`config.mk`:
```
export PLATFORM = sky130hd
export DESIGN_NAME = mpUartTx
export DESIGN_NICKNAME = d
export VERILOG_FILES = /design/src/rtl/mpTxPkg.sv /design/src/rtl/mpTxBaud.sv /design/src/rtl/mpTxCtrl.sv /design/src/rtl/mpTxData.sv /design/src/rtl/mpUartTx.sv
export SDC_FILE = /design/constraint.sdc
export NUM_CORES = 1
export LEC_CHECK = 0
export BUFFER_PORTS_ARGS = -buffer_cell sky130_fd_sc_hd__clkbuf_2
export CORE_MARGIN = 3
export CORE_UTILIZATION = 60
export CTS_BUF_LIST = sky130_fd_sc_hd__clkbuf_16
export DETAILED_ROUTE_END_ITERATION = 7
export PLACE_DENSITY = 0.83
export SLEW_MARGIN = 25
export SYNTH_ARGS = -nofsm -noshare
export SYNTH_HDL_FRONTEND = slang
export SYNTH_SLANG_ARGS = --single-unit
```
`constraint.sdc`:
```
create_clock -name clk -period 5.8 [get_ports clk]
set_clock_uncertainty 0.05 [all_clocks]
set_input_delay 1.16 -clock clk [delete_from_list [all_inputs] [get_ports clk]]
set_output_delay 1.16 -clock clk [all_outputs]
set_load 0.02 [all_outputs]
```
`src/rtl/mpTxPkg.sv`:
```
package mpTxPkg;
  typedef struct packed {
    logic loadShift;  // holding register moves into the shift register
    logic shiftNext;  // advance the line to the next frame bit
    logic baudSync;   // restart the baud tick phase
  } txStrobeT;
endpackage

```
`src/rtl/mpTxBaud.sv`:
```
module mpTxBaud #(
  parameter int DIV_W = 8
) (
  input  logic             clk,
  input  logic             rstN,
  input  logic [DIV_W-1:0] baudDiv,
  input  logic             sync,
  output logic             tick
);
  logic [DIV_W-1:0] divCnt;

  assign tick = (divCnt == baudDiv);

  always_ff @(posedge clk) begin
    if (!rstN) begin
      divCnt <= '0;
    end else if (sync || tick) begin
      divCnt <= '0;
    end else begin
      divCnt <= divCnt + 1'b1;
    end
  end
endmodule

```
`src/rtl/mpTxCtrl.sv`:
```
module mpTxCtrl
  import mpTxPkg::*;
#(
  parameter int OVS        = 16,
  parameter int FRAME_BITS = 11
) (
  input  logic     clk,
  input  logic     rstN,
  input  logic     tick,
  input  logic     holdFull,
  output txStrobeT strobe,
  output logic     busy
);
  localparam int SUB_W = $clog2(OVS);
  localparam int BIT_W = $clog2(FRAME_BITS);
  localparam logic [SUB_W-1:0] SUB_LAST = SUB_W'(OVS - 1);
  localparam logic [BIT_W-1:0] BIT_LAST = BIT_W'(FRAME_BITS - 1);

  logic [SUB_W-1:0] subCnt;
  logic [BIT_W-1:0] bitCnt;
  logic bitDone, lastBit, frameDone;

  always_comb begin
    bitDone   = busy && tick && (subCnt == SUB_LAST);
    lastBit   = (bitCnt == BIT_LAST);
    frameDone = bitDone && lastBit;
    strobe.loadShift = holdFull && (!busy || frameDone);
    strobe.shiftNext = bitDone && !lastBit;
    strobe.baudSync  = strobe.loadShift;
  end

  always_ff @(posedge clk) begin
    if (!rstN) begin
      busy   <= 1'b0;
      subCnt <= '0;
      bitCnt <= '0;
    end else if (strobe.loadShift) begin
      busy   <= 1'b1;
      subCnt <= '0;
      bitCnt <= '0;
    end else if (frameDone) begin
      busy   <= 1'b0;
      subCnt <= '0;
      bitCnt <= '0;
    end else if (busy && tick) begin
      if (subCnt == SUB_LAST) begin
        subCnt <= '0;
        bitCnt <= bitCnt + 1'b1;
      end else begin
        subCnt <= subCnt + 1'b1;
      end
    end
  end
endmodule

```
`src/rtl/mpTxData.sv`:
```
module mpTxData
  import mpTxPkg::*;
#(
  parameter int DATA_W = 8
) (
  input  logic              clk,
  input  logic              rstN,
  input  logic              wrEn,
  input  logic [DATA_W-1:0] wrData,
  input  logic              wrMpb,
  input  txStrobeT          strobe,
  output logic              holdFull,
  output logic              txLine,
  output logic              wrOverflow
);
  localparam int FRAME_BITS = DATA_W + 3;

  logic [DATA_W:0]       holdReg;   // {mpb, data}
  logic [FRAME_BITS-1:0] shiftReg;
  logic [FRAME_BITS-1:0] nextFrame;
  logic accept;

  assign accept    = wrEn && !holdFull;
  assign nextFrame = {1'b1, holdReg, 1'b0};
  assign txLine    = shiftReg[0];

  always_ff @(posedge clk) begin
    if (!rstN) begin
      holdReg    <= '0;
      holdFull   <= 1'b0;
      wrOverflow <= 1'b0;
    end else begin
      if (accept) begin
        holdReg  <= {wrMpb, wrData};
        holdFull <= 1'b1;
      end else if (strobe.loadShift) begin
        holdFull <= 1'b0;
      end
      if (wrEn && holdFull) begin
        wrOverflow <= 1'b1;
      end
    end
  end

  always_ff @(posedge clk) begin
    if (!rstN) begin
      shiftReg <= '1;
    end else if (strobe.loadShift) begin
      shiftReg <= nextFrame;
    end else if (strobe.shiftNext) begin
      shiftReg <= {1'b1, shiftReg[FRAME_BITS-1:1]};
    end
  end
endmodule

```
`src/rtl/mpUartTx.sv`:
```
module mpUartTx
  import mpTxPkg::*;
#(
  parameter int DATA_W = 8,
  parameter int OVS    = 16,
  parameter int DIV_W  = 8
) (
  input  logic              clk,
  input  logic              rstN,
  input  logic [DIV_W-1:0]  baudDiv,
  input  logic              wrEn,
  input  logic [DATA_W-1:0] wrData,
  input  logic              wrMpb,
  output logic              txLine,
  output logic              txEmpty,
  output logic              txEnd,
  output logic              wrOverflow
);
  localparam int FRAME_BITS = DATA_W + 3;

  txStrobeT strobe;
  logic tick, holdFull, busy;

  mpTxBaud #(.DIV_W(DIV_W)) uBaud (
    .clk(clk), .rstN(rstN), .baudDiv(baudDiv),
    .sync(strobe.baudSync), .tick(tick)
  );

  mpTxCtrl #(.OVS(OVS), .FRAME_BITS(FRAME_BITS)) uCtrl (
    .clk(clk), .rstN(rstN), .tick(tick), .holdFull(holdFull),
    .strobe(strobe), .busy(busy)
  );

  mpTxData #(.DATA_W(DATA_W)) uData (
    .clk(clk), .rstN(rstN), .wrEn(wrEn), .wrData(wrData), .wrMpb(wrMpb),
    .strobe(strobe), .holdFull(holdFull), .txLine(txLine),
    .wrOverflow(wrOverflow)
  );

  assign txEmpty = !holdFull;
  assign txEnd   = !busy && !holdFull;
endmodule

```
==> impl_metrics.yaml, run 1 <==
timing:
  max_clock_freq_mhz: 336
  fin_crit_sh_pct: 51.3
  worst_pin_slew_ns: 0.612
  fin_crit_ns: 2.98
  finalHoldViolCount: 0
  maxSlewHeadroom_pct: 58.9
  slew_violations: 0
  fin_setup_tns_ns: 0
  whs_ns: 0.412
  rsz0062_at_grt: "false"
  setup_viol: 0
synth:
  synthArstFlopShare_pct: 0
  netlist.area_leader.share_pct: 43.6
  ys_seq_area_share_pct: 43.6
  synth_seq_cells: 38
  synth_fp_nets: 216
  avgSynthCellArea_sq_um: 9.09
  synth_cell_types: 34
  synth_warnings: 0
  synth_cells: 192
  yosys-top-cells-area: "dfxtp_1 44%, nand2_1 5.6%, xor2_1 5.5%, mux2_2 4.5%, a21boi_0 4.3%"
  synth_compound_area_share_pct: 13.9
  yosys.area_share.simple_pct: 23.2
  synth.cell_area_sq_um: 1750
  synthAdderAreaFrac_pct: 2.87
  synth_edf_count: 0
  synth.mux.area_fraction_pct: 5.66
  synth_top_area_cell: "dfxtp_1"
  synth_xor_area_share_pct: 7.53
  synth_top_flop_cell: "dfxtp_1"
  synth_top_family_by_area: "simple AND/OR/NAND/NOR gates"
worst_setup_path:
  crit_chain: "clkbuf_2 -> xor2_1 -> nor4_2 -> nand3_1 -> mux2_2 -> o21a_1"
  max_stage_delay_ns: 0.60
  crit_family: "simple AND/OR/NAND/NOR gates"
  endpoint_kind: "register"
  cp.depth: 6
  cp_max_fo: 11
  crit_path_top_delay_cell: "nor4_2"
  start_kind: "input pin"
  cp.arrival_ns: 3.10
  path_class: "in -> reg"
  crit_required_ns: 5.92
  reg2regPathDepth: 5
  cp_num_buf_inv: 1
floorplan:
  start_util_pct: 66.8
  die_y_microns: 59.9
  die_area_sq_um: 3590
  num_rows: 18
  pin_count: 24
  die_width_microns: 59.9
  coreArea_sq_um: 2610
hold_path:
  hold_path_class: "reg -> reg"
  holdPathStages: 2
cells_and_area:
  nets: 238
  final_cell_mix: "38 x dfxtp_1, 26 x nand2_1, 23 x clkbuf_2"
  n_antenna_cell: 0
  fin_util_pct: 77.7
  syn2layout_area_growth_pct: 16.3
  final_common_cell: "dfxtp_1"
  fillers: 178
  drive_gt1_share_pct: 20.0
clocking:
  worst_skew_pair.late_latency_ns: 0.28
  post_cts_buffers: 0
  cts_hold_buffers: 0
  root_buffer: "clkbuf_16"
  cts_resized: 0
  cts.sinks: 38
  cts_tree: "yes"
  clockBufferDepth: 2
  htree_levels: 2
  cts_inserted_buffers: 5
  clkTransAtPathRegs_ns: 0.05
global_routing:
  globalRouteOverflowTotal: 0
  grt_pass1_wl_microns: 6130
  grtUsageTotal_pct: 23.5
  grt_pass1_vias: 1343
  grt_max_degree: 24
  antenna_found_initial: 0
pwr:
  total_leakage_power_nw: 0.842
  power.density_nw_per_um2: 319
  power_mw: 0.648
  vdd_drop_max_mv: 0.300
detailed_routing:
  drt_iter0_markers: 60
  num_vias: 1419
  drt_wl_total_microns: 3600
  viasPerCell: 5.79
  firstDrtPassIters: 4
  wire_per_inst_microns: 14.7
  ant_nets: 0
  drc: 0
placed_design:
  dp_hpwl_microns: 2390
  gp_routability_congestion: 0.751
  io_buffers: 23
status:
  status: "completed"
flow_run:
  drv_cap: 0
flip-flops by register name, summed over array words and instances (netlist names):
signal and flops:
uData.shiftReg 10, uData.holdFull 1, uCtrl.subCnt 4, uData.holdReg 9, uCtrl.bitCnt 4, uData.wrOverflow 1
uCtrl.busy 1, uBaud.divCnt 8
layer usage:
layer | global-route usage, % | wire [microns] | share of wire, % | up-vias
met4 | 7.59 | 53 | 1.5 | 0
met1 | 26.2 | 1480 | 41 | 671
met2 | 42.6 | 1900 | 53 | 38
li1 | - | - | - | 705
met3 | 6.70 | 160 | 4.5 | 5
met5 | 0 | 0 | 0 | -
logic make-up after synthesis:
kind of cell	count (synthesis)
buffers and inverters	14
muxes	9
DFF	38
AOI/OAI and AO/OA	36
adders and majority gates	4
xor gates and xnor gates	15
and+or+nand+nor	76
power by group:
part	switching [mW]	total, mW	internal, mW	leakage, nW
clock network	0.102	0.302	0.201	0.0836
logic	0.0324	0.0589	0.0266	0.447
registers	0.0106	0.286	0.276	0.311
synth_stat cells, types with 2 or more instances:
cell type	number
nand4_1	3
nand3b_1	9
nor2b_1	5
nor4_2	2
nor2_1	13
dfxtp_1	38
mux2_2	7
xor2_1	11
nand2_1	26
ha_1	4
clkbuf_1	5
xnor2_1	4
or3_1	3
o21ai_0	5
a21boi_0	10
and3_1	4
mux2i_1	2
buf_2	3
inv_1	6
nand3_1	4
o21a_1	8
a21oi_1	8
tightest hold or removal path, stage by stage (launching register included):
cell      delay [ns]
dfxtp_1         0.30
nand2_1         0.05
a21boi_0        0.06
area by class of cell:
| type | count | area, sq um | area share [%] |
|---|---|---|---|
| inverter | 6 | 22.5 | 1.11 |
| tap | 30 | 37.5 | 1.85 |
| clock inverter | 3 | 40.0 | 1.97 |
| timing repair buffer | 23 | 115 | 5.67 |
| clock buffer | 5 | 125 | 6.17 |
| sequential | 38 | 761 | 37.5 |
| multi-input combinational | 140 | 928 | 45.7 |
per-stage QoR:
step	std cells	setup WS (ns)	instance area, sq um
2_1_floorplan	192	3.09	1750
3_3_place_gp	237	2.66	1860
3_5_place_dp	237	2.58	1860
4_1_cts	245	2.85	2030
5_1_grt	245	2.67	2030
6_report	245	2.82	2030
path summary, 6_finish.rpt:
path,from,end,slack (ns)
worst min-delay path,uData.holdReg[5],uData.holdReg[5],0.41
worst min register to register,uData.holdReg[5],uData.holdReg[5],0.41
worst max-delay path,baudDiv[2],uData.shiftReg[6],2.82
worst max register to register,uBaud.divCnt[2],uData.shiftReg[6],3.38
No activity file was read; power rests on OpenSTA's default activity.
==> run 2, diff against run 1 <==
--- a/config.mk
+++ b/config.mk
@@ -7,10 +7,10 @@
 export LEC_CHECK = 0
 export BUFFER_PORTS_ARGS = -buffer_cell sky130_fd_sc_hd__clkbuf_2
 export CORE_MARGIN = 3
-export CORE_UTILIZATION = 60
+export CORE_UTILIZATION = 50
 export CTS_BUF_LIST = sky130_fd_sc_hd__clkbuf_16
 export DETAILED_ROUTE_END_ITERATION = 7
-export PLACE_DENSITY = 0.83
+export PLACE_DENSITY = 0.74
 export SLEW_MARGIN = 25
 export SYNTH_ARGS = -nofsm -noshare
 export SYNTH_HDL_FRONTEND = slang
==> constraint.sdc (replaced) <==
create_clock -name clk -period 2.51 [get_ports clk]
set_clock_uncertainty 0.05 [all_clocks]
set_input_delay 0.502 -clock clk [delete_from_list [all_inputs] [get_ports clk]]
set_output_delay 0.502 -clock clk [all_outputs]
set_load 0.02 [all_outputs]
==> impl_metrics.yaml, run 2 (synthesized netlist as in run 1, its figures left out) <==
status:
  status: "completed"
timing:
  setup_viol: 0
  whs_ns: 0.412
  fin_crit_ns: 2.19
  max_clock_freq_mhz: 457
  maxSlewHeadroom_pct: 59.7
  slew_violations: 0
  finalHoldViolCount: 0
  worst_pin_slew_ns: 0.604
  fin_crit_sh_pct: 87.3
  rsz0062_at_grt: "false"
  fin_setup_tns_ns: 0
  setup_ws_ns: 0.320
detailed_routing:
  ant_nets: 0
  wire_per_inst_microns: 12.4
  drt_wl_total_microns: 3240
  num_vias: 1377
  drt_iter0_markers: 62
  viasPerCell: 5.26
  firstDrtPassIters: 4
  drc: 0
worst_setup_path:
  timing.rr.end: "uData.shiftReg[6]"
  timing.rr.start: "uCtrl.subCnt[0]"
  start_kind: "register"
  path_class: "reg -> reg"
  crit_required_ns: 2.62
  ff2ff_setup_slack_ns: 0.32
  worst_path_most_repeated_cell: "and3_1"
  cp_max_fo: 11
  max_stage_delay_ns: 0.41
  crit_path_top_delay_cell: "mux2_2"
  endpoint_kind: "register"
  reg2regPathDepth: 6
  crit_chain: "ha_1 -> and3_1 -> and3_1 -> nand3_1 -> mux2_2 -> o21a_1"
  cp.arrival_ns: 2.30
hold_path:
  hold_path.startpoint: "wrData[4]"
  hold_path_class: "in -> reg"
  holdPathStages: 3
  hold_end: "uData.holdReg[4]"
clocking:
  cts_inserted_buffers: 5
  cts.sinks: 38
  clkTransAtPathRegs_ns: 0.06
  cts_resized: 0
  worst_skew_pair.late_latency_ns: 0.27
  post_cts_buffers: 0
  root_buffer: "clkbuf_16"
  cts_hold_buffers: 0
  htree_levels: 2
  cts_tree: "yes"
  clockBufferDepth: 2
placed_design:
  dp_hpwl_microns: 2420
  io_buffers: 23
  dpl.cell_count: 254
  place_ws_ns: 0.219
  gp_routability_congestion: 0.766
floorplan:
  pin_count: 24
  coreArea_sq_um: 3180
  die_area_sq_um: 4240
  num_rows: 20
  start_util_pct: 54.9
  die_y_microns: 65.1
  die_width_microns: 65.1
cells_and_area:
  final_common_cell: "dfxtp_1"
  n_antenna_cell: 0
  fin_util_pct: 64.3
  largest_reg_flops: 10
  syn2layout_area_growth_pct: 17.0
  largestRegisters: "uData.shiftReg (10), uData.holdReg (9), uBaud.divCnt (8)"
  final_cell_mix: "38 x dfxtp_1, 26 x nand2_1, 23 x clkbuf_2"
  nets: 241
  fin_cells: 262
  drive_gt1_share_pct: 20.2
  regMostFlops: "uData.shiftReg"
pwr:
  total_leakage_power_nw: 0.847
  power.density_nw_per_um2: 673
  vdd_drop_max_mv: 0.534
global_routing:
  grt_max_degree: 24
  grt_pass1_vias: 1323
  globalRouteOverflowTotal: 0
  antenna_found_initial: 0
  grt_pass1_wl_microns: 5870
  grtUsageTotal_pct: 17.9
flow_run:
  drv_cap: 0
[run 2: final cells by class]
class                   count  area [sq um]
well taps                  44          55.1
repair buffers             26           138
fillers                   288          1140
inverters                   6          22.5
flip-flops and latches     38           761
multi-input cells         140           928
clock buffers               5           125
clock inverters             3          12.5
[run 2: where the power goes]
| part | leakage, nW | internal, mW | switching [mW] |
|---|---|---|---|
| logic | 0.463 | 0.0646 | 0.0723 |
| registers | 0.311 | 0.637 | 0.0238 |
| clock network | 0.0724 | 0.358 | 0.218 |
| total | 0.847 | 1.06 | 0.314 |
[run 2: worst max-delay path by stage]
stage          depth (start not counted)                end  slack (ns)             from
2_1_floorplan                          6  uData.shiftReg[2]        0.46       baudDiv[5]
3_3_place_gp                           7  uData.shiftReg[6]        0.27       baudDiv[2]
3_5_place_dp                           6  uData.shiftReg[6]        0.22       baudDiv[5]
4_1_cts                                6  uData.shiftReg[6]        0.32  uCtrl.subCnt[1]
5_1_grt                                6  uData.shiftReg[6]        0.13  uCtrl.subCnt[0]
6_report                               6  uData.shiftReg[6]        0.32  uCtrl.subCnt[0]
[run 2: critical path, delay by kind of cell (launching register included)]
family,cells,cell delay (ns)
muxes,1,0.41
DFF,1,0.39
adders and majority gates,1,0.23
AOI/OAI and AO/OA,1,0.18
and+or+nand+nor,3,0.83
[run 2: through the flow]
stage / power, mW / area, sq um
2_1_floorplan: 0.765 / 1750
3_3_place_gp: 0.802 / 1900
3_5_place_dp: 0.811 / 1900
4_1_cts: 1.39 / 2040
5_1_grt: 1.44 / 2040
6_report: 1.37 / 2040
[run 2: routing by layer]
| metal | up-vias | wire length [microns] | track usage [%] |
|---|---|---|---|
| li1 | 709 | - | - |
| met1 | 627 | 1470 | 22.4 |
| met2 | 33 | 1560 | 29.2 |
| met3 | 8 | 137 | 5.55 |
| met4 | 0 | 67 | 5.96 |
| met5 | - | 0 | 0 |
==> run 3, diff against run 2 <==
--- a/config.mk
+++ b/config.mk
@@ -11,6 +11,7 @@
 export CTS_BUF_LIST = sky130_fd_sc_hd__clkbuf_16
 export DETAILED_ROUTE_END_ITERATION = 7
 export PLACE_DENSITY = 0.74
+export RECOVER_POWER = 100
 export SLEW_MARGIN = 25
 export SYNTH_ARGS = -nofsm -noshare
 export SYNTH_HDL_FRONTEND = slang
==> impl_metrics.yaml, run 3 (synthesized netlist as in run 1, its figures left out) <==
cells_and_area:
  largest_reg_flops: 10
  largestRegisters: "uData.shiftReg (10), uData.holdReg (9), uBaud.divCnt (8)"
  final_common_cell: "dfxtp_1"
  drive_gt1_share_pct: 15.6
  regMostFlops: "uData.shiftReg"
  fillers: 297
  syn2layout_area_growth_pct: 15.6
  n_antenna_cell: 0
  nets: 241
  final_cell_mix: "38 x dfxtp_1, 26 x nand2_1, 19 x clkbuf_2"
detailed_routing:
  drc: 0
  drt_wl_total_microns: 3250
  num_vias: 1371
  wire_per_inst_microns: 12.4
  ant_nets: 0
  viasPerCell: 5.23
  drt_iter0_markers: 62
  firstDrtPassIters: 4
hold_path:
  holdPathStages: 3
  hold_path_class: "in -> reg"
  hold_end: "uData.holdReg[4]"
  hold_path.startpoint: "wrData[4]"
floorplan:
  start_util_pct: 54.9
  num_rows: 20
  die_width_microns: 65.1
  pin_count: 24
  die_area_sq_um: 4240
  die_y_microns: 65.1
  coreArea_sq_um: 3180
clocking:
  post_cts_buffers: 0
  root_buffer: "clkbuf_16"
  clockBufferDepth: 2
  htree_levels: 2
  cts_hold_buffers: 0
  cts.sinks: 38
  cts_resized: 0
  worst_skew_pair.late_latency_ns: 0.27
  cts_inserted_buffers: 5
  clkTransAtPathRegs_ns: 0.06
  cts_tree: "yes"
worst_setup_path:
  reg2regPathDepth: 6
  crit_chain: "xor2_1 -> nor4_1 -> clkbuf_1 -> nand3_1 -> or4_1 -> a21oi_1"
  crit_required_ns: 2.65
  cp_max_fo: 9
  cp-startpoint: "uBaud.divCnt[4]"
  path_class: "reg -> reg"
  max_stage_delay_ns: 0.54
  endpoint_kind: "register"
  timing.rr.end: "uCtrl.subCnt[3]"
  ff2ff_setup_slack_ns: 0.28
  cp.arrival_ns: 2.38
  start_kind: "register"
  crit_path_top_delay_cell: "or4_1"
  timing.rr.start: "uBaud.divCnt[4]"
global_routing:
  globalRouteOverflowTotal: 0
  grt_pass1_wl_microns: 5870
  grt_max_degree: 24
  antenna_found_initial: 0
  grtUsageTotal_pct: 17.9
  grt_pass1_vias: 1323
timing:
  setup_viol: 0
  maxSlewHeadroom_pct: 48.1
  fin_crit_sh_pct: 88.9
  whs_ns: 0.413
  setup_ws_ns: 0.279
  rsz0062_at_grt: "false"
  fin_setup_tns_ns: 0
  fin_crit_ns: 2.23
  worst_pin_slew_ns: 0.778
  finalHoldViolCount: 0
  max_clock_freq_mhz: 448
  slew_violations: 0
placed_design:
  dp_hpwl_microns: 2420
  gp_routability_congestion: 0.766
  place_ws_ns: 0.219
  io_buffers: 23
pwr:
  seqPwrFrac_pct: 48.3
  vdd_drop_max_mv: 0.535
  power.density_nw_per_um2: 679
  p_switching_mw: 0.313
  total_leakage_power_nw: 0.823
  combPwrFrac_pct: 9.7
  p_int_mw: 1.06
  netSwitchingFraction_pct: 22.9
  pwr-share-clk_pct: 42.1
status:
  status: "completed"
flow_run:
  drv_cap: 0
run 3: final cells by class:
class,instances,area (sq um),share of cell area (%)
clock inverters,3,12.5,0.620
flip-flops and latches,38,761,37.7
well taps,44,55.1,2.73
multi-input cells,140,917,45.4
inverters,6,22.5,1.12
clock buffers,5,125,6.20
repair buffers,26,125,6.20
run 3: worst max-delay path by stage:
stage          slack (ns)                 to  depth (start not counted)
3_5_place_dp         0.22  uData.shiftReg[6]                          6
3_3_place_gp         0.27  uData.shiftReg[6]                          7
4_1_cts              0.32  uData.shiftReg[6]                          6
5_1_grt              0.08    uCtrl.subCnt[3]                          6
2_1_floorplan        0.46  uData.shiftReg[2]                          6
6_report             0.28    uCtrl.subCnt[3]                          6
run 3: per-layer routing:
layer,wire length (microns),vias to the layer above,share of wire [%],GRT usage [%]
met5,0,-,0,0
met4,67,0,2.1,5.96
met3,107,8,3.3,5.55
met2,1580,22,49,29.2
met1,1500,633,46,22.4
li1,-,708,-,-
run 3: power by group through the flow:
stage / logic, mW / clock network [mW] / registers [mW]
global placement: 0.131 / 0 / 0.671
CTS: 0.139 / 0.590 / 0.661
finish: 0.132 / 0.576 / 0.661
global route: 0.151 / 0.619 / 0.666
detailed placement: 0.138 / 0 / 0.673
floorplan: 0.0972 / 0 / 0.668
run 3: metrics by stage:
stage	power (mW)	cell area [sq um]	util (%)	instances
6_report	1.37	2020	63.5	262
5_1_grt	1.44	2020	63.5	262
4_1_cts	1.39	2040	64.3	262
3_5_place_dp	0.811	1900	59.9	254
3_3_place_gp	0.802	1900	59.9	254
2_1_floorplan	0.765	1750	-	192
run 3: worst max-delay path, delay by kind of cell, from the launching register on:
family | cells | cell delay (ns)
buffers and inverters | 1 | 0.23
AOI/OAI and AO/OA | 1 | 0.14
xor gates and xnor gates | 1 | 0.17
and+or+nand+nor | 3 | 1.21
DFF | 1 | 0.35
